==> config.mk <==
export PLATFORM = sky130hd
export DESIGN_NAME = idx_agen
export DESIGN_NICKNAME = d
export VERILOG_FILES = /design/src/rtl/idx_agen_pkg.sv /design/src/rtl/idx_pair.sv /design/src/rtl/idx_addr_calc.sv /design/src/rtl/idx_agen.sv
export SDC_FILE = /design/constraint.sdc
export NUM_CORES = 1
export LEC_CHECK = 0
export ABC_CLOCK_PERIOD_IN_PS = 4200
export CAP_MARGIN = 0
export CELL_PAD_IN_SITES_DETAIL_PLACEMENT = 0
export CELL_PAD_IN_SITES_GLOBAL_PLACEMENT = 1
export CORE_UTILIZATION = 35
export CTS_CLUSTER_DIAMETER = 150
export DETAILED_ROUTE_END_ITERATION = 6
export PLACE_DENSITY_LB_ADDON = 0.12
export SKIP_LAST_GASP = 1
export SLEW_MARGIN = 20
export SYNTH_ARGS = -nofsm -noshare
export SYNTH_HDL_FRONTEND = slang
export SYNTH_SLANG_ARGS = --single-unit
==> constraint.sdc <==
create_clock -name clk -period 4.2 [get_ports clk]
set_input_delay 0.84 -clock clk [delete_from_list [all_inputs] [get_ports clk]]
set_output_delay 0.84 -clock clk [all_outputs]
set_load 0.02 [all_outputs]
==> src/rtl/idx_agen_pkg.sv <==
`timescale 1ns/1ps
package idx_agen_pkg;

  typedef enum logic [2:0] {
    AM_HOLD    = 3'd0,
    AM_POSTDEC = 3'd1,
    AM_POSTINC = 3'd2,
    AM_PREINC  = 3'd3,
    AM_IMMREL  = 3'd4,
    AM_ACCREL  = 3'd5
  } am_e;

  function automatic logic am_legal(input logic [2:0] m);
    return m <= 3'd5;
  endfunction

  function automatic logic am_updates(input logic [2:0] m);
    return (m == AM_POSTDEC) || (m == AM_POSTINC) || (m == AM_PREINC);
  endfunction

endpackage

==> src/rtl/idx_pair.sv <==
`timescale 1ns/1ps
module idx_pair #(
  parameter int BYTE_W = 8
) (
  input  logic              clk,
  input  logic              rst_n,
  input  logic              lo_we,
  input  logic              hi_we,
  input  logic [BYTE_W-1:0] wr_data,
  input  logic              upd_en,
  input  logic [2*BYTE_W-1:0] upd_val,
  output logic [BYTE_W-1:0] lo_q,
  output logic [BYTE_W-1:0] hi_q
);

  // Index update takes precedence over a byte write into the same pair.
  always_ff @(posedge clk) begin
    if (!rst_n) begin
      lo_q <= '0;
      hi_q <= '0;
    end else if (upd_en) begin
      lo_q <= upd_val[BYTE_W-1:0];
      hi_q <= upd_val[2*BYTE_W-1:BYTE_W];
    end else begin
      if (lo_we) lo_q <= wr_data;
      if (hi_we) hi_q <= wr_data;
    end
  end

endmodule

==> src/rtl/idx_addr_calc.sv <==
`timescale 1ns/1ps
module idx_addr_calc
  import idx_agen_pkg::*;
#(
  parameter int BYTE_W  = 8,
  parameter int NUM_IDX = 4
) (
  input  logic [2:0]                    mode,
  input  logic [$clog2(NUM_IDX)-1:0]    sel,
  input  logic [BYTE_W-1:0]             imm,
  input  logic [BYTE_W-1:0]             acc,
  input  logic [NUM_IDX*2*BYTE_W-1:0]   idx_all,
  output logic [2*BYTE_W-1:0]           addr,
  output logic [2*BYTE_W-1:0]           next_val,
  output logic                          legal,
  output logic                          writeback
);

  localparam int ADDR_W = 2 * BYTE_W;
  localparam int LAST   = NUM_IDX - 1;

  function automatic logic [ADDR_W-1:0] add_unsigned(
      input logic [ADDR_W-1:0] base, input logic [BYTE_W-1:0] off);
    return base + ADDR_W'(off);
  endfunction

  function automatic logic [ADDR_W-1:0] step_one(
      input logic [ADDR_W-1:0] base, input logic down);
    return down ? base - ADDR_W'(1) : base + ADDR_W'(1);
  endfunction

  logic [ADDR_W-1:0] sel_val;
  logic [ADDR_W-1:0] last_val;

  assign sel_val  = idx_all[sel*ADDR_W +: ADDR_W];
  assign last_val = idx_all[LAST*ADDR_W +: ADDR_W];
  assign legal     = am_legal(mode);
  assign writeback = am_updates(mode);

  always_comb begin
    addr     = sel_val;
    next_val = sel_val;
    case (mode)
      AM_POSTDEC: next_val = step_one(sel_val, 1'b1);
      AM_POSTINC: next_val = step_one(sel_val, 1'b0);
      AM_PREINC: begin
        next_val = step_one(sel_val, 1'b0);
        addr     = next_val;
      end
      AM_IMMREL:  addr = add_unsigned(last_val, imm);
      AM_ACCREL:  addr = add_unsigned(sel_val, acc);
      default: ;
    endcase
  end

endmodule

==> src/rtl/idx_agen.sv <==
`timescale 1ns/1ps
module idx_agen
  import idx_agen_pkg::*;
#(
  parameter int BYTE_W  = 8,
  parameter int NUM_IDX = 4
) (
  input  logic                            clk,
  input  logic                            rst_n,
  input  logic                            req_vld,
  input  logic [$clog2(NUM_IDX)-1:0]      req_sel,
  input  logic [2:0]                      req_mode,
  input  logic [BYTE_W-1:0]               req_imm,
  input  logic [BYTE_W-1:0]               req_acc,
  input  logic                            wr_en,
  input  logic [$clog2(2*NUM_IDX)-1:0]    wr_byte,
  input  logic [BYTE_W-1:0]               wr_data,
  input  logic [$clog2(2*NUM_IDX)-1:0]    rd_byte,
  output logic [BYTE_W-1:0]               rd_data,
  output logic [2*BYTE_W-1:0]             ea,
  output logic                            ea_vld
);

  localparam int ADDR_W = 2 * BYTE_W;
  localparam int SEL_W  = $clog2(NUM_IDX);
  localparam int BSEL_W = $clog2(2 * NUM_IDX);

  // Byte b sits at bits [b*BYTE_W +: BYTE_W]; pair k is therefore {byte 2k+1, byte 2k}.
  logic [NUM_IDX*ADDR_W-1:0] idx_all;
  logic [ADDR_W-1:0]         calc_addr;
  logic [ADDR_W-1:0]         calc_next;
  logic                      calc_legal;
  logic                      calc_wb;
  logic                      req_fire;
  logic [NUM_IDX-1:0]        upd_hit;

  idx_addr_calc #(.BYTE_W(BYTE_W), .NUM_IDX(NUM_IDX)) i_calc (
    .mode      (req_mode),
    .sel       (req_sel),
    .imm       (req_imm),
    .acc       (req_acc),
    .idx_all   (idx_all),
    .addr      (calc_addr),
    .next_val  (calc_next),
    .legal     (calc_legal),
    .writeback (calc_wb)
  );

  assign req_fire = req_vld & calc_legal;

  for (genvar k = 0; k < NUM_IDX; k++) begin : g_pair
    logic lo_we_k;
    logic hi_we_k;
    logic [BYTE_W-1:0] lo_k;
    logic [BYTE_W-1:0] hi_k;

    assign upd_hit[k] = req_fire & calc_wb & (req_sel == SEL_W'(k));
    assign lo_we_k    = wr_en & (wr_byte == BSEL_W'(2*k));
    assign hi_we_k    = wr_en & (wr_byte == BSEL_W'(2*k+1));

    idx_pair #(.BYTE_W(BYTE_W)) i_pair (
      .clk     (clk),
      .rst_n   (rst_n),
      .lo_we   (lo_we_k),
      .hi_we   (hi_we_k),
      .wr_data (wr_data),
      .upd_en  (upd_hit[k]),
      .upd_val (calc_next),
      .lo_q    (lo_k),
      .hi_q    (hi_k)
    );

    assign idx_all[k*ADDR_W +: ADDR_W] = {hi_k, lo_k};
  end

  assign rd_data = idx_all[rd_byte*BYTE_W +: BYTE_W];

  always_ff @(posedge clk) begin
    if (!rst_n) begin
      ea     <= '0;
      ea_vld <= 1'b0;
    end else begin
      ea_vld <= req_fire;
      if (req_fire) ea <= calc_addr;
    end
  end

endmodule

==> impl_metrics.env <==
export IMPL_drc=4
export IMPL_reg2reg_depth=13
export IMPL_placementRows=49
export IMPL_synth_top_cell_by_area="dfxtp_1"
export IMPL_synthArstFlopShare_pct=0
export IMPL_avgRoutedWirePerCell_um=24.0
export IMPL_nets=873
export IMPL_critPathArrivalTime_ps=2920
export IMPL_netlist_top_cells_count="81 x dfxtp_1, 66 x nor2_1, 61 x a21oi_1, 53 x o21ai_0, 47 x nand2_1"
export IMPL_grt_pass1_wl_mm=38.2
export IMPL_initial_core_util_pct=36.1
export IMPL_cts_htree_levels=3
export IMPL_cp_max_fo=16
export IMPL_clkTransAtPathRegs_ps=70
export IMPL_drive_gt1_share_pct=17.5
export IMPL_placeableCoreArea_um2=18100
export IMPL_cts_max_path_buffers=2
export IMPL_cts_tree="yes"
export IMPL_synthMuxAreaShare_pct=23.5
export IMPL_grt_use_total_pct=26.6
export IMPL_first_global_vias=6194
export IMPL_yosys_area_share_simple_pct=15.2
export IMPL_ys_seq_area_share_pct=24.9
export IMPL_place_hpwl_mm=18.9
export IMPL_cts_num_sinks=81
export IMPL_dr_pass1_iters=7
export IMPL_fin_crit_ps=3760
export IMPL_syn_inst=744
export IMPL_ys_seq_elements=81
export IMPL_routed_wl_mm=25.1
export IMPL_syn_num_nets=803
export IMPL_max_freq_mhz=266
export IMPL_setup_viol=0
export IMPL_placed_area_um2=7580
export IMPL_hold_violations=0
export IMPL_cts_made_buffers=9
export IMPL_fp_dieW_um=139
export IMPL_worst_slew_pin_slew_ps=808
export IMPL_synthAdderAreaFrac_pct=4.07
export IMPL_clk_latency_ps=360
export IMPL_max_slew_margin_pct=45.9
export IMPL_n_fill_cell=1751
export IMPL_ys_top_cells_by_area="dfxtp_1 25%, mux4_2 10%, mux2i_1 6.6%"
export IMPL_area_delta_synth_final_pct=20.8
export IMPL_die_height_um=139
export IMPL_place_congestion=0.909
export IMPL_synth_area_um2=6520
export IMPL_viasPerCell=6.14
export IMPL_yosysMostFrequentCell="dfxtp_1"
export IMPL_overflow=0
export IMPL_min_period_over_period_pct=89.5
export IMPL_io_pins=64
export IMPL_p_per_area_nw_per_um2=287
export IMPL_diodes=0
export IMPL_finalNonFillerCells=1047
export IMPL_startpoint_type="input pin"
export IMPL_max_cap_violations=0
export IMPL_avgSynthCellArea_um2=8.77
export IMPL_synth_top_cell_area_share_pct=24.9
export IMPL_setup_tns_ps=0
export IMPL_synth_compound_area_share_pct=22.3
export IMPL_rsz0062_at_grt="false"
export IMPL_drv_slew=0
export IMPL_synth_xor_area_share_pct=5.50
export IMPL_die_area_um2=19200
export IMPL_cp_end_kind="output pin"
export IMPL_post_route_cell_area_um2=7880
export IMPL_grt_max_degree=44
export IMPL_synth_top_family_by_area="multiplexers"
export IMPL_r2r_slack_ps=1100
export IMPL_status="complete, but fails checks"
export IMPL_antenna_left=0
export IMPL_synth_edf_count=0
export IMPL_hp_class="register to register"
export IMPL_dp_cells=1032
export IMPL_hold_buffers=0
export IMPL_drt_iter0_markers=630
export IMPL_io_buffers=63
export IMPL_power_leakage_nw=3.01
export IMPL_violations="DRC"
export IMPL_synth_distinct_cells=70
export IMPL_dr_total_vias=6424
export IMPL_crit_type="input pin to output pin"
export IMPL_whs_path_depth=2
export IMPL_root_buffer="clkbuf_16"
export IMPL_final_core_util_pct=43.6
export IMPL_cts_setup_buffers=0
export IMPL_skew_ps=9.35
export IMPL_yosys_warnings=0
export IMPL_cts_resized=0
export IMPL_max_vdd_ir_drop_uv=201
export IMPL_synthFlopType="dfxtp_1"
export IMPL_cp_data_required_time_ps=3360
export IMPL_antenna_found_initial=0
[placed cells by master, fill, tap and decap left out, drive strengths merged, types with 14 or more instances in the layout]
| master | n |
|---|---|
| ha | 18 |
| nor3 | 21 |
| nand2 | 49 |
| o21a | 20 |
| a21oi | 61 |
| mux2i | 43 |
| mux2 | 33 |
| mux4 | 32 |
| o21ai | 53 |
| dfxtp | 81 |
| a211oi | 31 |
| nor2 | 66 |
| clkdlybuf4s50 | 63 |
| xnor2 | 24 |
| inv | 14 |
| xor2 | 17 |
| buf | 51 |
[critical path: stages]
cell             delay (ps)
clkdlybuf4s50_1         500
buf_12                  200
mux4_2                  530
mux2_2                  300
clkdlybuf4s50_1         540
[state kept, by name, indices dropped and copies added, names as in the netlist]
name,cells
g_pair.i_pair.lo_q,32
g_pair.i_pair.hi_q,32
ea,16
ea_vld,1
[power by group]
| part | internal, mW | leakage (nW) | total (mW) | switching (mW) |
|---|---|---|---|---|
| Sequential | 0.803 | 0.659 | 0.842 | 0.0390 |
| Combinational | 0.251 | 2.20 | 0.570 | 0.320 |
| Clock | 0.467 | 0.147 | 0.850 | 0.383 |
| Total | 1.52 | 3.01 | 2.26 | 0.742 |
[logic make-up after synthesis]
logic type                 Yosys count
AOI/OAI and AO/OA                  227
buffers and inverters               67
DFF                                 81
muxes                              108
and+or+nand+nor                    200
adders and majority gates           20
xor gates and xnor gates            41
[stage by stage]
step                      power (mW)  hold slack (ps)  setup slack (ps)
after floorplan                 1.19              500               467
after global placement          1.42              445               111
after detailed placement        1.42              454              90.7
after CTS                       2.27              471               430
after global routing            2.34              491               249
final                           2.26              457               442
[area by class of cell]
class	count	area, um2	share of cell area, %
multi-input cells	596	4610	58.4
flip-flops and latches	81	1620	20.6
repair buffers	114	1030	13.0
well taps	229	287	3.63
clock buffers	9	225	2.86
clock inverters	6	73.8	0.936
inverters	12	45.0	0.571
[path summary, 6_finish.rpt]
check / end / startpoint
max: rd_data[2] / rd_byte[0]
min: ea[5]$_SDFFE_PN0P_ / ea[5]$_SDFFE_PN0P_
max reg2reg: ea[10]$_SDFFE_PN0P_ / g_pair[3].i_pair.lo_q[0]$_SDFFE_PN0P_
min reg2reg: ea[5]$_SDFFE_PN0P_ / ea[5]$_SDFFE_PN0P_
[layer usage]
| layer | routed length (um) | track usage [%] | up-vias |
|---|---|---|---|
| li1 | - | - | 2950 |
| met1 | 11000 | 34.8 | 3182 |
| met2 | 11900 | 43.7 | 245 |
| met3 | 1490 | 4.50 | 47 |
| met4 | 773 | 10.5 | 0 |
| met5 | 0 | 0 | - |
No activity file was read; power rests on OpenSTA's default activity.
